==> config.mk <==
export PLATFORM = sky130hd
export DESIGN_NAME = dac_ser_ctrl
export DESIGN_NICKNAME = d
export VERILOG_FILES = /design/src/rtl/dac_ser_pkg.sv /design/src/rtl/dac_ser_sync.sv /design/src/rtl/dac_ser_rx.sv /design/src/rtl/dac_ser_regs.sv /design/src/rtl/dac_ser_echo.sv /design/src/rtl/dac_ser_ctrl.sv
export SDC_FILE = /design/constraint.sdc
export NUM_CORES = 1
export LEC_CHECK = 0
export ABC_AREA = 1
export BUFFER_PORTS_ARGS = -buffer_cell sky130_fd_sc_hd__buf_2
export CAP_MARGIN = 5
export CORE_AREA = 2 2 90 84
export CTS_CLUSTER_DIAMETER = 200
export DETAILED_ROUTE_END_ITERATION = 12
export DIE_AREA = 0 0 92 86
export SLEW_MARGIN = 20
export SYNTH_ARGS = -nofsm -noshare
export SYNTH_HDL_FRONTEND = slang
export SYNTH_SLANG_ARGS = --single-unit
==> constraint.sdc <==
create_clock -name clk -period 1.2 [get_ports clk]
set_input_delay 0.06 -clock clk [delete_from_list [all_inputs] [get_ports clk]]
set_output_delay 0.06 -clock clk [all_outputs]
set_load 0.02 [all_outputs]
==> src/rtl/dac_ser_pkg.sv <==
package dac_ser_pkg;
  localparam int SEL_W = 2;
  localparam int PWR_W = 2;

  typedef enum logic [SEL_W-1:0] {
    SEL_NONE = 2'b00,
    SEL_A    = 2'b01,
    SEL_B    = 2'b10,
    SEL_BOTH = 2'b11
  } sel_e;

  typedef enum logic [PWR_W-1:0] {
    PWR_ON      = 2'b00,
    PWR_OFF_A   = 2'b01,
    PWR_OFF_B   = 2'b10,
    PWR_OFF_ALL = 2'b11
  } pwr_e;
endpackage

==> src/rtl/dac_ser_sync.sv <==
// Multi-stage synchronizer with edge detection, one chain per input bit.
module dac_ser_sync #(
  parameter int             W       = 3,
  parameter int             STAGES  = 2,
  parameter logic [W-1:0]   RST_VAL = '0
) (
  input  logic         clk,
  input  logic         rst_n,
  input  logic [W-1:0] d_in,
  output logic [W-1:0] q,
  output logic [W-1:0] rise,
  output logic [W-1:0] fall
);
  genvar g;
  generate
    for (g = 0; g < W; g++) begin : g_bit
      logic [STAGES:0] chain;
      always_ff @(posedge clk or negedge rst_n) begin
        if (!rst_n) chain <= {(STAGES+1){RST_VAL[g]}};
        else        chain <= {chain[STAGES-1:0], d_in[g]};
      end
      assign q[g]    = chain[STAGES-1];
      assign rise[g] = chain[STAGES-1] & ~chain[STAGES];
      assign fall[g] = ~chain[STAGES-1] & chain[STAGES];
    end
  endgenerate
endmodule

==> src/rtl/dac_ser_rx.sv <==
// Input shift register and bit counter; flags a complete frame at select release.
module dac_ser_rx #(
  parameter int WORD_W = 12,
  parameter int CNT_W  = 4
) (
  input  logic              clk,
  input  logic              rst_n,
  input  logic              cs_low,
  input  logic              cs_start,
  input  logic              cs_end,
  input  logic              sclk_rise,
  input  logic              din,
  output logic [WORD_W-1:0] word_o,
  output logic              frame_ok_o
);
  localparam logic [CNT_W-1:0] CNT_MAX  = '1;
  localparam logic [CNT_W-1:0] CNT_NEED = CNT_W'(WORD_W);

  logic [WORD_W-1:0] shift_q;
  logic [CNT_W-1:0]  cnt_q;
  logic              take;

  assign take = sclk_rise & cs_low;

  always_ff @(posedge clk or negedge rst_n) begin
    if (!rst_n) begin
      shift_q <= '0;
      cnt_q   <= '0;
    end else begin
      if (take) shift_q <= {shift_q[WORD_W-2:0], din};
      if (cs_start)                     cnt_q <= '0;
      else if (take && cnt_q != CNT_MAX) cnt_q <= cnt_q + 1'b1;
    end
  end

  assign word_o     = shift_q;
  assign frame_ok_o = cs_end & (cnt_q >= CNT_NEED);
endmodule

==> src/rtl/dac_ser_regs.sv <==
// Word decode into code registers, power flags and output enables.
module dac_ser_regs
  import dac_ser_pkg::*;
#(
  parameter int CODE_W = 8
) (
  input  logic              clk,
  input  logic              rst_n,
  input  logic              load,
  input  logic [SEL_W-1:0]  sel,
  input  logic [PWR_W-1:0]  pwr,
  input  logic [CODE_W-1:0] code,
  output logic [CODE_W-1:0] code_a_o,
  output logic [CODE_W-1:0] code_b_o,
  output logic              pd_a_o,
  output logic              pd_b_o,
  output logic              pd_all_o,
  output logic              oe_a_o,
  output logic              oe_b_o
);
  logic wr_a_q, wr_b_q;
  logic hit_a, hit_b, act;

  assign act   = load && (sel != SEL_NONE);
  assign hit_a = act && (sel == SEL_A || sel == SEL_BOTH);
  assign hit_b = act && (sel == SEL_B || sel == SEL_BOTH);

  always_ff @(posedge clk or negedge rst_n) begin
    if (!rst_n) begin
      code_a_o <= '0;
      code_b_o <= '0;
      pd_a_o   <= 1'b0;
      pd_b_o   <= 1'b0;
      pd_all_o <= 1'b0;
      wr_a_q   <= 1'b0;
      wr_b_q   <= 1'b0;
    end else begin
      if (act) begin
        pd_a_o   <= (pwr == PWR_OFF_A);
        pd_b_o   <= (pwr == PWR_OFF_B);
        pd_all_o <= (pwr == PWR_OFF_ALL);
      end
      if (hit_a) begin
        code_a_o <= code;
        wr_a_q   <= 1'b1;
      end
      if (hit_b) begin
        code_b_o <= code;
        wr_b_q   <= 1'b1;
      end
    end
  end

  assign oe_a_o = wr_a_q & ~pd_a_o & ~pd_all_o;
  assign oe_b_o = wr_b_q & ~pd_b_o & ~pd_all_o;
endmodule

==> src/rtl/dac_ser_echo.sv <==
// Holds the last accepted word and plays it back on falling serial-clock edges.
module dac_ser_echo #(
  parameter int WORD_W = 12
) (
  input  logic              clk,
  input  logic              rst_n,
  input  logic              load,
  input  logic [WORD_W-1:0] word,
  input  logic              cs_start,
  input  logic              cs_low,
  input  logic              sclk_fall,
  output logic              dout_o
);
  logic [WORD_W-1:0] hold_q;
  logic [WORD_W-1:0] tx_q;

  always_ff @(posedge clk or negedge rst_n) begin
    if (!rst_n) begin
      hold_q <= '0;
      tx_q   <= '0;
      dout_o <= 1'b0;
    end else begin
      if (load) hold_q <= word;
      if (cs_start) begin
        tx_q <= hold_q;
      end else if (sclk_fall && cs_low) begin
        dout_o <= tx_q[WORD_W-1];
        tx_q   <= {tx_q[WORD_W-2:0], 1'b0};
      end
    end
  end
endmodule

==> src/rtl/dac_ser_ctrl.sv <==
module dac_ser_ctrl
  import dac_ser_pkg::*;
#(
  parameter int CODE_W      = 8,
  parameter int SYNC_STAGES = 2
) (
  input  logic              clk,
  input  logic              rst_n,
  input  logic              sclk,
  input  logic              cs_n,
  input  logic              din,
  output logic              dout,
  output logic [CODE_W-1:0] code_a,
  output logic [CODE_W-1:0] code_b,
  output logic              pd_a,
  output logic              pd_b,
  output logic              pd_all,
  output logic              oe_a,
  output logic              oe_b
);
  localparam int WORD_W = SEL_W + PWR_W + CODE_W;
  localparam int CNT_W  = $clog2(WORD_W + 1);

  logic [2:0] pin_q, pin_rise, pin_fall;
  logic       cs_low, cs_start, cs_end, sclk_rise, sclk_fall;
  logic [WORD_W-1:0] rx_word;
  logic       frame_ok;

  dac_ser_sync #(
    .W(3), .STAGES(SYNC_STAGES), .RST_VAL(3'b100)
  ) u_sync (
    .clk(clk), .rst_n(rst_n),
    .d_in({cs_n, sclk, din}),
    .q(pin_q), .rise(pin_rise), .fall(pin_fall)
  );

  assign cs_low    = ~pin_q[2];
  assign cs_start  = pin_fall[2];
  assign cs_end    = pin_rise[2];
  assign sclk_rise = pin_rise[1];
  assign sclk_fall = pin_fall[1];

  dac_ser_rx #(.WORD_W(WORD_W), .CNT_W(CNT_W)) u_rx (
    .clk(clk), .rst_n(rst_n),
    .cs_low(cs_low), .cs_start(cs_start), .cs_end(cs_end),
    .sclk_rise(sclk_rise), .din(pin_q[0]),
    .word_o(rx_word), .frame_ok_o(frame_ok)
  );

  dac_ser_regs #(.CODE_W(CODE_W)) u_regs (
    .clk(clk), .rst_n(rst_n), .load(frame_ok),
    .sel(rx_word[WORD_W-1 -: SEL_W]),
    .pwr(rx_word[CODE_W +: PWR_W]),
    .code(rx_word[CODE_W-1:0]),
    .code_a_o(code_a), .code_b_o(code_b),
    .pd_a_o(pd_a), .pd_b_o(pd_b), .pd_all_o(pd_all),
    .oe_a_o(oe_a), .oe_b_o(oe_b)
  );

  dac_ser_echo #(.WORD_W(WORD_W)) u_echo (
    .clk(clk), .rst_n(rst_n), .load(frame_ok), .word(rx_word),
    .cs_start(cs_start), .cs_low(cs_low), .sclk_fall(sclk_fall),
    .dout_o(dout)
  );
endmodule

## Word level (Yosys, flattened, before mapping)

Index checks and enable logic that the tools add are counted.

| word-level totals | value |
|---|---|
| register bits | 70 |
| bits of input ports | 5 |
| logic and storage cells | 57 |

| cells by class | value |
|---|---|
| add/subtract/negate cells | 1 |
| order comparisons | 1 |
| eq/ne operators | 7 |
| mux-type cells | 4 |
| bitwise logic cells | 18 |
| reductions and logical operators | 11 |

Operators by type and width:

| kind | number |
|---|---|
| $mux W12 | 2 |
| $and A1 B1 Y1 | 10 |
| $eq A2 B2 Y1 const B | 4 |
| $mux W4 | 2 |
| $not A1 Y1 | 8 |
| $reduce_bool A2 Y1 | 3 |
| $logic_and A1 B1 Y1 | 5 |
| $add A4 B1 Y4 const B | 1 |
| $eq A2 B1 Y1 const B | 2 |
| $ge A4 B4 Y1 const B | 1 |
| $ne A4 B4 Y1 const B | 1 |
| $logic_or A1 B1 Y1 | 2 |
| $reduce_and A2 Y1 | 1 |

## Longest topological paths before layout

Gate-level depths: netlist (run 1).

| logic depth | value |
|---|---|
| depth after elaboration | 6 |
| mapped depth | 8 |
| mapped depth without buffers | 7 |

## Cells and area by module

A second synthesis (run 1) with hierarchy kept.

| second synthesis, totals | value |
|---|---|
| cells, all modules | 345 |
| area, all modules | 3050.4 sq um |

By module, submodules not included:

| module | instances | cells each | area each (sq um) | seq. area each (sq um) |
|---|---|---|---|---|
| dac_ser_echo | 1 | 142 | 1119.8 | 625.6 |
| dac_ser_regs | 1 | 98 | 948.4 | 525.5 |
| dac_ser_rx | 1 | 80 | 681.9 | 400.4 |
| dac_ser_sync | 1 | 24 | 296.5 | 229.0 |
| dac_ser_ctrl | 1 | 1 | 3.8 | 0.0 |

## Worst setup path before layout (run 1)

OpenSTA, ideal clock, no wires.

| timing | value |
|---|---|
| path kind | register to register |
| start | register u_sync.g_bit[2].chain[2] |
| end | register u_echo.tx_q[10] |
| library setup time | 0.124 ns |
| arrival time | 1.157 ns |
| required time | 1.076 ns |
| slack | -0.080 ns |
| cell stages (with the launch flop) | 9 |
| path buffers | 1 |
| cell sequence | dfstp_2 -> inv_1 -> nor2_4 -> inv_1 -> nand2_1 -> inv_2 -> buf_6 -> nand2_1 -> nand3_1 |

| on the way | value |
|---|---|
| cells in the longest elaborated chain, start to end | 2 |
| elaborated cells on any way between the ends | 3 |
| those cells by class | 1 x mux; 1 x bitwise; 1 x reduce/logical |

Ends and longest elaborated chain:

| item | RTL line | source |
|---|---|---|
| start, declared | dac_ser_sync.sv:17 | `logic [STAGES:0] chain;` |
| start signal, assigned | dac_ser_sync.sv:19 | `if (!rst_n) chain <= {(STAGES+1){RST_VAL[g]}};` |
| start signal, assigned | dac_ser_sync.sv:20 | `else chain <= {chain[STAGES-1:0], d_in[g]};` |
| $and A1 B1 Y1 * | dac_ser_sync.sv:24 | `assign fall[g] = ~chain[STAGES-1] & chain[STAGES];` |
| $mux W12 or $reduce_bool A2 Y1 (tied branches) | - |  |
| end signal, assigned | dac_ser_echo.sv:25 | `tx_q <= hold_q;` |
| end signal, assigned | dac_ser_echo.sv:28 | `tx_q <= {tx_q[WORD_W-2:0], 1'b0};` |
| end, declared | dac_ser_echo.sv:15 | `logic [WORD_W-1:0] tx_q;` |

Every way passes the cells marked *; elsewhere a longest branch is shown, timed or not.
A chain may end at the register's enable or synchronous reset.

## Worst setup path after layout (run 1)

| timing | value |
|---|---|
| start | register u_sync.g_bit[2].chain[1] |
| end | register u_echo.hold_q[10] |

| on the way | value |
|---|---|
| cells in the longest elaborated chain, start to end | 2 |

Ends and longest elaborated chain:

| item | RTL line | source |
|---|---|---|
| $and A1 B1 Y1 | dac_ser_sync.sv:23 | `assign rise[g] = chain[STAGES-1] & ~chain[STAGES];` |
| $and A1 B1 Y1 | dac_ser_rx.sv:37 | `assign frame_ok_o = cs_end & (cnt_q >= CNT_NEED);` |
| end signal, assigned | dac_ser_echo.sv:23 | `if (load) hold_q <= word;` |
| end, declared | dac_ser_echo.sv:14 | `logic [WORD_W-1:0] hold_q;` |

No other way between the ends.

==> results of run 1 <==
==> stage by stage <==
step,util (%),power (uW),TNS [ns]
after floorplan,-,2729,-0.8882
after global placement,45.19,2891,-2.739
after detailed placement,45.19,2902,-3.291
after CTS,49.04,4625,-2.342
after global routing,51.52,4805,-5.645
final,51.52,4601,-2.278
==> metal layers <==
layer | share of wire [%] | GRT usage, % | vias to the layer above | wire length (um)
li1 | - | - | 1001 | -
met1 | 49 | 21.63 | 974 | 2693
met2 | 45 | 22.99 | 35 | 2495
met3 | 4.1 | 4.921 | 8 | 227
met4 | 1.4 | 6.106 | 0 | 76
met5 | 0 | 0 | - | 0
==> power by group through the flow <==
stage                     logic [uW]  clock network (uW)  registers, uW
after CTS                        371                1740           2510
after floorplan                  180                   0           2550
after global placement           337                   0           2550
after global routing             445                1840           2520
final                            382                1710           2510
after detailed placement         346                   0           2560
==> logic make-up (layout without fill, tap and decap cells) <==
kind of cell,count (synthesis),count (layout),share of synthesized area (%)
AND/OR/NAND/NOR,136,136,21.10
flip-flops,70,70,64.62
AO/OA/AOI/OAI,39,39,8.291
buffers and inverters,30,94,5.205
adder cells (fa/ha/maj),1,1,0.4605
XOR/XNOR,1,1,0.3225
==> area by class of cell <==
cell class / instances / area, um2 / area share (%)
Sequential cell: 70 / 1755 / 49.42
Timing Repair Buffer: 57 / 491.7 / 13.84
Clock buffer: 10 / 137.6 / 3.875
Clock inverter: 6 / 37.54 / 1.057
Tap cell: 93 / 116.4 / 3.276
Multi-Input combinational cell: 177 / 932.1 / 26.24
Inverter: 21 / 81.33 / 2.290
==> flip-flops by register name, summed over array words and instances (netlist names) <==
name                flops
u_echo.dout_o           1
u_regs.pd_a_o           1
u_regs.code_a_o         8
u_rx.word_o            12
u_regs.pd_b_o           1
u_rx.cnt_q              4
u_regs.code_b_o         8
u_regs.wr_a_q           1
u_regs.wr_b_q           1
u_regs.pd_all_o         1
u_echo.hold_q          12
u_sync.g_bit.chain      8
u_echo.tx_q            12
==> Yosys cell counts, drive strengths merged <==
cell type and instances:
nand2 101, dfrtp 67, o21ai 38, inv 21, nand3 18, nor2 11
buf 7, dfstp 3, nand4 3, nor3 3, clkbuf 2, a21oi 1
ha 1, xor2 1
==> critical path, cell delays in order (launching register included) <==
cell and delay (ns):
dfstp_2 0.55, inv_2 0.06, nor3_4 0.18, nand2_2 0.09, buf_12 0.16, buf_4 0.13, nand2_1 0.06
==> timing repair <==
item                                   4_1_cts  5_1_grt
hold buffers                                 4        0
gates cloned                                 0        3
pin swaps                                    3        5
endpoints found under the hold margin       73        0
resized for setup                           11       47
buffers inserted                             1        3
setup endpoints to repair                   50       64
==> path summary, 6_finish.rpt <==
| check | startpoint | to | depth (start not counted) |
|---|---|---|---|
| setup / recovery | u_sync.g_bit[2].chain[1] | u_echo.hold_q[10] | 6 |
| hold / removal | rst_n | u_sync.g_bit[1].chain[0] | 2 |
| min in group clk | sclk | u_sync.g_bit[1].chain[0] | 2 |
| setup reg to reg | u_sync.g_bit[2].chain[1] | u_echo.hold_q[10] | 6 |
| max in group asynchronous | rst_n | u_echo.tx_q[9] | 3 |
| hold reg to reg | u_sync.g_bit[0].chain[0] | u_sync.g_bit[0].chain[1] | 0 |
==> flow_summary_export.csv, run 1 <==
group,metric,value,unit
timing,fin_skew,0.008516,ns
timing,rsz0062_at_grt,"yes",
worst_setup_path,crit_arrival,1.59,ns
finish,final_common_cell,"nand2_1",
synthesis,ys.warnings.count,0,
floorplanning,coreArea,6894,um2
floorplanning,start_util,39.40,%
pwr,switching_share,26.66,%
timing,final.period_utilization,108.8,%
finish,design_area,3552,um2
clock_network,cts_num_sinks,70,
routing,post_drt_wl_per_cell,12.65,um
timing,min_period,1.306,ns
timing,setup_viol,32,
clock_network,cts_buffers,9,
pwr,peakVddDrop,859.4,uV
finish,fillers,639,
pwr,power.leakage,0.001775,uW
worst_setup_path,crit_type,"flop to flop",
routing,vias_per_cell,4.650,
clock_network,cts.path.max_buffers,2,
placement,dp_slack,-0.1820,ns
routing,antenna_left,0,
finish,n_antenna_cell,0,
timing,finalHoldViolations,0,
outcome,violations,"negative setup slack",
routing,via_count,2018,
routing,dr.first_iter.drc_count,161,
job,maxCapViolCount,0,
pwr,p_seq_share,54.5,%
placement,post-dp-hpwl,3506,um
worst_setup_path,worst_setup_path_end_kind,"flop",
worst_setup_path,cp_max_fo,18,
finish,instances_no_fill,434,
pwr,p_sw,1227,uW
finish,final_cell_mix,"nand2_1, dfrtp_1, buf_2",
clock_network,htreeDepth,3,
placement,dpl.cell_count,407,
synthesis,synth_top_area_share,61.72,%
synthesis,ys_seq_elements,70,
floorplanning,die_y,86,um
clock_network,clk_latency,0.35,ns
timing,finalMaxSlewViolations,0,
clock_network,cts_tree,"yes",
timing,fin_ws,-0.1058,ns
placement,place.gp.congestion,0.7112,
global_routing,grt_max_degree,37,
synthesis,syn_inst,277,
timing,whs,0.1472,ns
worst_setup_path,r2r_slack,-0.11,ns
floorplanning,fp-row-count,29,
hold_path,hp-class,"input pin to asynchronous set/reset pin",
finish,layout-drive-gt1-share,36.07,%
floorplanning,dieArea,7912,um2
timing,tightestPinTransition,0.3647,ns
synthesis,yosysTopAreaCell,"dfrtp_1",
floorplanning,fp.dieW,92,um
worst_setup_path,critPathRequiredTime,1.48,ns
global_routing,grt_overflow,0,
pwr,comb_power_share,8.3,%
synthesis,ys_types,23,
global_routing,grt_pass1_vias,1968,
global_routing,grt_first_pass_wirelength,9522,um
synthesis,synth_area_per_cell,9.806,um2
placement,dpl_cell_area,3115,um2
routing,drc,0,
routing,dr.pass1.iters,4,
synthesis,synth_area_leaders,"dfrtp_1, nand2_1, o21ai_0",
synthesis,ys_seq_area_share,64.62,%
outcome,status,"finished, violations left",
global_routing,antenna_found_initial,0,
clock_network,cts.clk_slew.worst_paths,0.08,ns
floorplanning,boundaryPins,27,
synthesis,syn-cell-area,2716,um2
global_routing,grt_use_total,15.59,%
finish,syn_to_final_growth,30.77,%
timing,timing.slew.headroom,75.69,%
worst_setup_path,startpoint_type,"flop",
placement,io_buffer_count,26,
synthesis,synth_fp_nets,283,
pwr,power_density,1295,nW/um2
pwr,clockPowerShare,37.2,%
finish,final_nets,342,
clock_network,root_buffer,"clkbuf_8",
routing,wl,5492,um
timing,max_freq,765.8,MHz
pwr,p_int,3374,uW
(Power assumes the default switching activity.)
==> run 2: changes to the inputs <==
--- a/config.mk
+++ b/config.mk
@@ -5,13 +5,12 @@
 export SDC_FILE = /design/constraint.sdc
 export NUM_CORES = 1
 export LEC_CHECK = 0
-export ABC_AREA = 1
 export BUFFER_PORTS_ARGS = -buffer_cell sky130_fd_sc_hd__buf_2
 export CAP_MARGIN = 5
-export CORE_AREA = 2 2 90 84
+export CORE_AREA = 2 2 90 83
 export CTS_CLUSTER_DIAMETER = 200
 export DETAILED_ROUTE_END_ITERATION = 12
-export DIE_AREA = 0 0 92 86
+export DIE_AREA = 0 0 92 85
 export SLEW_MARGIN = 20
 export SYNTH_ARGS = -nofsm -noshare
 export SYNTH_HDL_FRONTEND = slang
==> run 2 against run 1 <==
Compared with the run above:
- the flow still finishes with violations (negative setup slack)
- clock power is 9% higher
- non-clock buffer count grew 6
- count of clock-buffer cells in the layout fell by 1
- cell count shrank 7.8%
- critical endpoint is now u_regs.pd_a_o
- sequential cell count is the same
- total power rose by 1.9%
==> flow_summary_export.csv, run 2 <==
group,metric,value,unit
floorplanning,coreArea,6894,um2
finish,fillers,625,
timing,final.period_utilization,123.2,%
routing,antenna_left,0,
pwr,p_seq_share,54.7,%
global_routing,grt_overflow,0,
clock_network,cts.clk_slew.worst_paths,0.08,ns
synthesis,synth_fp_nets,244,
floorplanning,start_util,39.06,%
pwr,p_sw,1173,uW
synthesis,syn_inst,238,
finish,syn_to_final_growth,32.30,%
timing,fin_setup_tns,-10.81,ns
routing,wl,5305,um
worst_setup_path,worst_setup_path_end_kind,"flop",
global_routing,grt_use_total,14.97,%
finish,n_antenna_cell,0,
timing,tightestPinTransition,0.7494,ns
synthesis,ys_seq_area_share,65.20,%
synthesis,ys_types,27,
timing,finalHoldViolations,0,
finish,design_area,3562,um2
timing,fin_skew,0.006392,ns
floorplanning,boundaryPins,27,
worst_setup_path,r2r_slack,-0.28,ns
outcome,status,"finished, violations left",
global_routing,antenna_found_initial,0,
synthesis,ys.warnings.count,0,
finish,final_nets,308,
clock_network,root_buffer,"clkbuf_8",
synthesis,synth_area_per_cell,11.31,um2
worst_setup_path,worst_path_max_delay_cell,"dfstp_2",
placement,io_buffer_count,26,
global_routing,grt_first_pass_wirelength,9101,um
global_routing,grt_max_degree,55,
finish,final_cell_mix,"dfrtp_1, nand2_1, buf_4",
worst_setup_path,cp_max_fo,11,
pwr,power.leakage,0.001827,uW
pwr,comb_power_share,5.5,%
synthesis,syn-cell-area,2693,um2
worst_setup_path,startpoint_type,"flop",
worst_setup_path,crit_path_max_incr_delay,0.60,ns
synthesis,synth_ff_type,"dfrtp_1",
placement,dp_slack,-0.4768,ns
floorplanning,dieArea,7820,um2
routing,vias_per_cell,4.660,
floorplanning,die_y,85,um
pwr,switching_share,25.04,%
finish,final_common_cell,"dfrtp_1",
synthesis,post-synth-top-count-cell,"dfrtp_1",
placement,post-dp-hpwl,3387,um
routing,post_drt_wl_per_cell,13.26,um
global_routing,grt_pass1_vias,1864,
timing,min_period,1.478,ns
worst_setup_path,reg2reg_to,"u_regs.pd_a_o",
floorplanning,fp-row-count,29,
synthesis,synthTopCellsByCount,"dfrtp_1, nand2_1, o21ai_0",
pwr,p_int,3513,uW
hold_path,hp-class,"input pin to asynchronous set/reset pin",
finish,fin_util,51.67,%
clock_network,cts_buffers,9,
pwr,finalPower,4686,uW
clock_network,cts_tree,"yes",
timing,timing.slew.headroom,49.86,%
clock_network,htreeDepth,3,
synthesis,ys_seq_elements,70,
synthesis,yosysTopAreaCell,"dfrtp_1",
routing,dr.pass1.iters,4,
placement,place.gp.congestion,0.7135,
clock_network,clk_latency,0.34,ns
routing,via_count,1864,
timing,rsz0062_at_grt,"yes",
clock_network,cts_num_sinks,70,
worst_setup_path,critPathRequiredTime,1.44,ns
timing,finalMaxSlewViolations,0,
placement,dpl_cell_area,3211,um2
pwr,clockPowerShare,39.8,%
pwr,power_density,1316,nW/um2
worst_setup_path,rr_startpoint,"u_sync.g_bit[2].chain[1]",
synthesis,synth_area_leaders,"dfrtp_1, nand2_1, mux2_2",
job,maxCapViolCount,0,
outcome,violations,"negative setup slack",
synthesis,synth_top_area_share,62.27,%
worst_setup_path,crit_type,"flop to flop",
routing,dr.first_iter.drc_count,106,
synthesis,async_flop_share,100.0,%
worst_setup_path,cp_cell_sequence,"buf_4 -> nand4b_1 -> buf_12 -> o41ai_2",
timing,fin_ws,-0.2782,ns
pwr,peakVddDrop,1060,uV
routing,drc,0,
worst_setup_path,worst_r2r_path_depth,4,
synthesis,synth_edf_count,0,
clock_network,cts.path.max_buffers,2,
finish,layout-drive-gt1-share,36.81,%
timing,setup_viol,60,
floorplanning,fp.dieW,92,um
timing,max_freq,676.5,MHz
worst_setup_path,crit_arrival,1.71,ns
## run 2: cell types whose count changed after synthesis, sizes merged, moves of 10 or more
cell and delta:
a22oi +11, nand2 -38, nand3 -17, mux2 +17
o21ai -16, nor2 -10
## run 2: how the worst max path moves through the flow
stage | from | end | depth (start not counted)
global placement | u_sync.g_bit[2].chain[1] | u_regs.code_b_o[2] | 3
floorplan | u_sync.g_bit[2].chain[2] | u_regs.code_a_o[0] | 4
global route | u_sync.g_bit[2].chain[1] | u_regs.pd_a_o | 4
CTS | u_sync.g_bit[2].chain[1] | u_regs.code_b_o[3] | 3
finish | u_sync.g_bit[2].chain[1] | u_regs.pd_a_o | 4
detailed placement | u_sync.g_bit[2].chain[1] | u_regs.code_b_o[1] | 3
## run 2: metrics by stage
step,cells,hold slack (ns)
after floorplan,238,-0.2356
after global placement,373,0.06632
after global routing,400,0.2517
after CTS,397,0.2179
after detailed placement,373,0.06975
final,400,0.2301
## run 2: cell families (layout without fill, tap and decap cells)
logic type / after synthesis / after routing / share of synthesized area (%)
adders and majority gates: 1 / 1 / 0.4646
and+or+nand+nor: 81 / 81 / 13.66
muxes: 17 / 17 / 7.110
DFF: 70 / 70 / 65.20
buffers and inverters: 26 / 95 / 3.764
AOI/OAI and AO/OA: 43 / 43 / 9.805
## run 2: worst max-delay path: cells and delay by family (launching register included)
kind	cells	cell delay (ns)
buffers and inverters	2	0.32
AND/OR/NAND/NOR	1	0.14
AO/OA/AOI/OAI	1	0.31
flip-flops	1	0.60
## run 2: timing repair
action | CTS | global route
pin swaps | 2 | 5
hold buffers | 4 | 0
endpoints found under the hold margin | 73 | 0
buffers inserted | 4 | 3
gates resized for setup | 5 | 10
setup endpoints to repair | 62 | 64
## run 2: per-layer routing
metal | share of wire, % | vias to the layer above | global-route usage [%]
li1 | - | 929 | -
met1 | 52 | 902 | 21.16
met2 | 44 | 25 | 21.52
met3 | 3.0 | 8 | 4.796
met4 | 1.7 | 0 | 6.106
met5 | 0 | - | 0
## run 2: final cells by class
type	instances	area, um2	share of cell area (%)
inverter	16	60.06	1.686
timing repair buffer	63	471.7	13.24
clock buffer	9	123.9	3.477
clock inverter	7	75.07	2.107
multi-input combinational	142	959.7	26.94
sequential	70	1755	49.28
tap	93	116.4	3.267
## run 2: power by group through the flow
| stage | combinational (uW) | sequential, uW | clock (uW) |
|---|---|---|---|
| final | 257 | 2560 | 1870 |
| after global routing | 294 | 2580 | 2050 |
| after CTS | 252 | 2560 | 1920 |
| after detailed placement | 239 | 2600 | 0 |
| after global placement | 234 | 2600 | 0 |
| after floorplan | 122 | 2570 | 0 |
==> run 3: changes to the inputs <==
--- a/config.mk
+++ b/config.mk
@@ -15,3 +15,4 @@
 export SYNTH_ARGS = -nofsm -noshare
 export SYNTH_HDL_FRONTEND = slang
 export SYNTH_SLANG_ARGS = --single-unit
+export TNS_END_PERCENT = 5
==> run 3 against run 2 <==
Compared with the run above:
- the flow still finishes with violations (negative setup slack)
- largest power group unchanged
- cell count decreased by 2.3%
- critical endpoint is now u_rx.cnt_q[3]
- die area unchanged
- count of clock-buffer cells in the layout unchanged
==> flow_summary_export.csv, run 3 (synthesis results as in run 2) <==
group,metric,value,unit
routing,wl,5341,um
clock_network,cts_tree,"yes",
clock_network,root_buffer,"clkbuf_8",
placement,place.gp.congestion,0.7436,
timing,finalHoldViolations,0,
routing,drc,0,
floorplanning,dieArea,7820,um2
placement,dpl_cell_area,3124,um2
hold_path,hp-class,"input pin to asynchronous set/reset pin",
routing,dr.first_iter.drc_count,139,
worst_setup_path,crit_arrival,1.69,ns
global_routing,grt_max_degree,71,
timing,tightestPinTransition,0.4295,ns
floorplanning,fp.dieW,92,um
placement,io_buffer_count,26,
routing,via_count,1888,
worst_setup_path,crit_type,"flop to flop",
clock_network,htreeDepth,3,
outcome,status,"finished, violations left",
global_routing,grt-busiest-layer,"met1",
finish,layout-drive-gt1-share,35.23,%
timing,fin_skew,0.01308,ns
floorplanning,coreArea,6894,um2
pwr,power_density,1419,nW/um2
timing,timing.slew.headroom,71.26,%
global_routing,grt_overflow,0,
outcome,violations,"negative setup slack",
finish,final_common_cell,"dfrtp_1",
floorplanning,start_util,39.06,%
pwr,peakVddDrop,903.7,uV
floorplanning,fp-row-count,29,
global_routing,grt_pass1_vias,1852,
finish,n_antenna_cell,0,
floorplanning,boundaryPins,27,
routing,antenna_left,0,
floorplanning,die_y,85,um
routing,post_drt_wl_per_cell,13.66,um
worst_setup_path,startpoint_type,"flop",
timing,setup_viol,60,
placement,dpl.cell_count,371,
routing,vias_per_cell,4.829,
finish,final_cell_mix,"dfrtp_1, nand2_1, buf_2",
finish,fillers,651,
global_routing,use_met1,24.16,%
timing,final.period_utilization,118.0,%
pwr,finalPower,4965,uW
global_routing,grt_first_pass_wirelength,9466,um
finish,instances_no_fill,391,
worst_setup_path,worst_setup_path_end_kind,"flop",
clock_network,clk_latency,0.35,ns
finish,fin_util,50.74,%
finish,design_area,3498,um2
timing,max_freq,706.0,MHz
job,maxCapViolCount,0,
global_routing,grt_use_total,15.72,%
global_routing,grt.met3_usage,5.151,%
global_routing,antenna_found_initial,0,
timing,finalMaxSlewViolations,0,
timing,min_period,1.416,ns
placement,post-dp-hpwl,3376,um
timing,rsz0062_at_grt,"yes",
worst_setup_path,cp_max_fo,7,
pwr,power.leakage,0.001752,uW
clock_network,cts.path.max_buffers,2,
finish,final_nets,299,
finish,syn_to_final_growth,29.93,%
clock_network,cts.clk_slew.worst_paths,0.08,ns
worst_setup_path,critPathRequiredTime,1.48,ns
clock_network,cts_buffers,9,
global_routing,grtUsageMet2,20.25,%
routing,dr.pass1.iters,4,
clock_network,cts_num_sinks,70,
timing,fin_ws,-0.2164,ns
[run 3: cell count changes in the layout (fill, tap and decap cells not counted), moves of 2 or more]
cell        before  now
nand2_2          0    2
o21ai_0          9    6
o21ai_1          9   16
a22oi_2          0    5
o41ai_1          1    3
inv_6            0    2
o21ai_2          3    0
clkinvlp_4       3    1
nand2_1         61   59
buf_4           29   18
a22oi_1         11    6
[run 3: power by group]
part	internal, uW	switching [uW]	leakage, uW
sequential	2450	104	0.000949
combinational	101	148	0.000690
clock	1200	963	0.000112
total	3750	1210	0.00175
[run 3: per-layer routing]
layer | routed length [um] | vias up
met5 | 0 | -
met4 | 95 | 0
met3 | 172 | 8
met2 | 2285 | 28
met1 | 2788 | 936
li1 | - | 916
[run 3: cell type report]
cell class,instances,area [um2],share of cell area [%]
flip-flops and latches,70,1755,50.18
multi-input cells,142,937.1,26.79
repair buffers,54,400.4,11.44
clock buffers,9,123.9,3.541
well taps,93,116.4,3.326
clock inverters,7,105.1,3.004
inverters,16,60.06,1.717
[run 3: timing repair]
action                     4_1_cts  5_1_grt
hold buffers                     4        0
hold endpoints to repair        70        0
resized for setup               28       16
pin swaps                        4        1
gates cloned                     0        0
buffers inserted                 0        0
setup endpoints to repair       64       64
[run 3: stage by stage]
step                hold slack [ns]  TNS, ns  worst slack [ns]
floorplan                   -0.2356   -7.064           -0.2104
global placement             0.1157   -12.00           -0.3198
detailed placement           0.1134   -13.37           -0.3589
CTS                          0.2634   -8.127           -0.2236
global route                 0.2809   -11.58           -0.2775
finish                       0.2515   -7.673           -0.2164
[run 3: final timing paths]
kind | from | endpoint | slack, ns | cells after the start
setup reg to reg | u_sync.g_bit[1].chain[1] | u_rx.cnt_q[3] | -0.22 | 3
max in group asynchronous | rst_n | u_sync.g_bit[2].chain[2] | 0.63 | 3
hold / removal | rst_n | u_rx.cnt_q[3] | 0.25 | 3
hold reg to reg | u_sync.g_bit[1].chain[0] | u_sync.g_bit[1].chain[1] | 0.34 | 0
setup / recovery | u_sync.g_bit[1].chain[1] | u_rx.cnt_q[3] | -0.22 | 3
min in group clk | u_sync.g_bit[1].chain[0] | u_sync.g_bit[1].chain[1] | 0.34 | 0
[run 3: worst max-delay path, cell delays in order, from the launching register on]
cell and delay (ns):
dfrtp_1 0.40, or3b_4 0.44, or3_4 0.38, a21oi_2 0.13
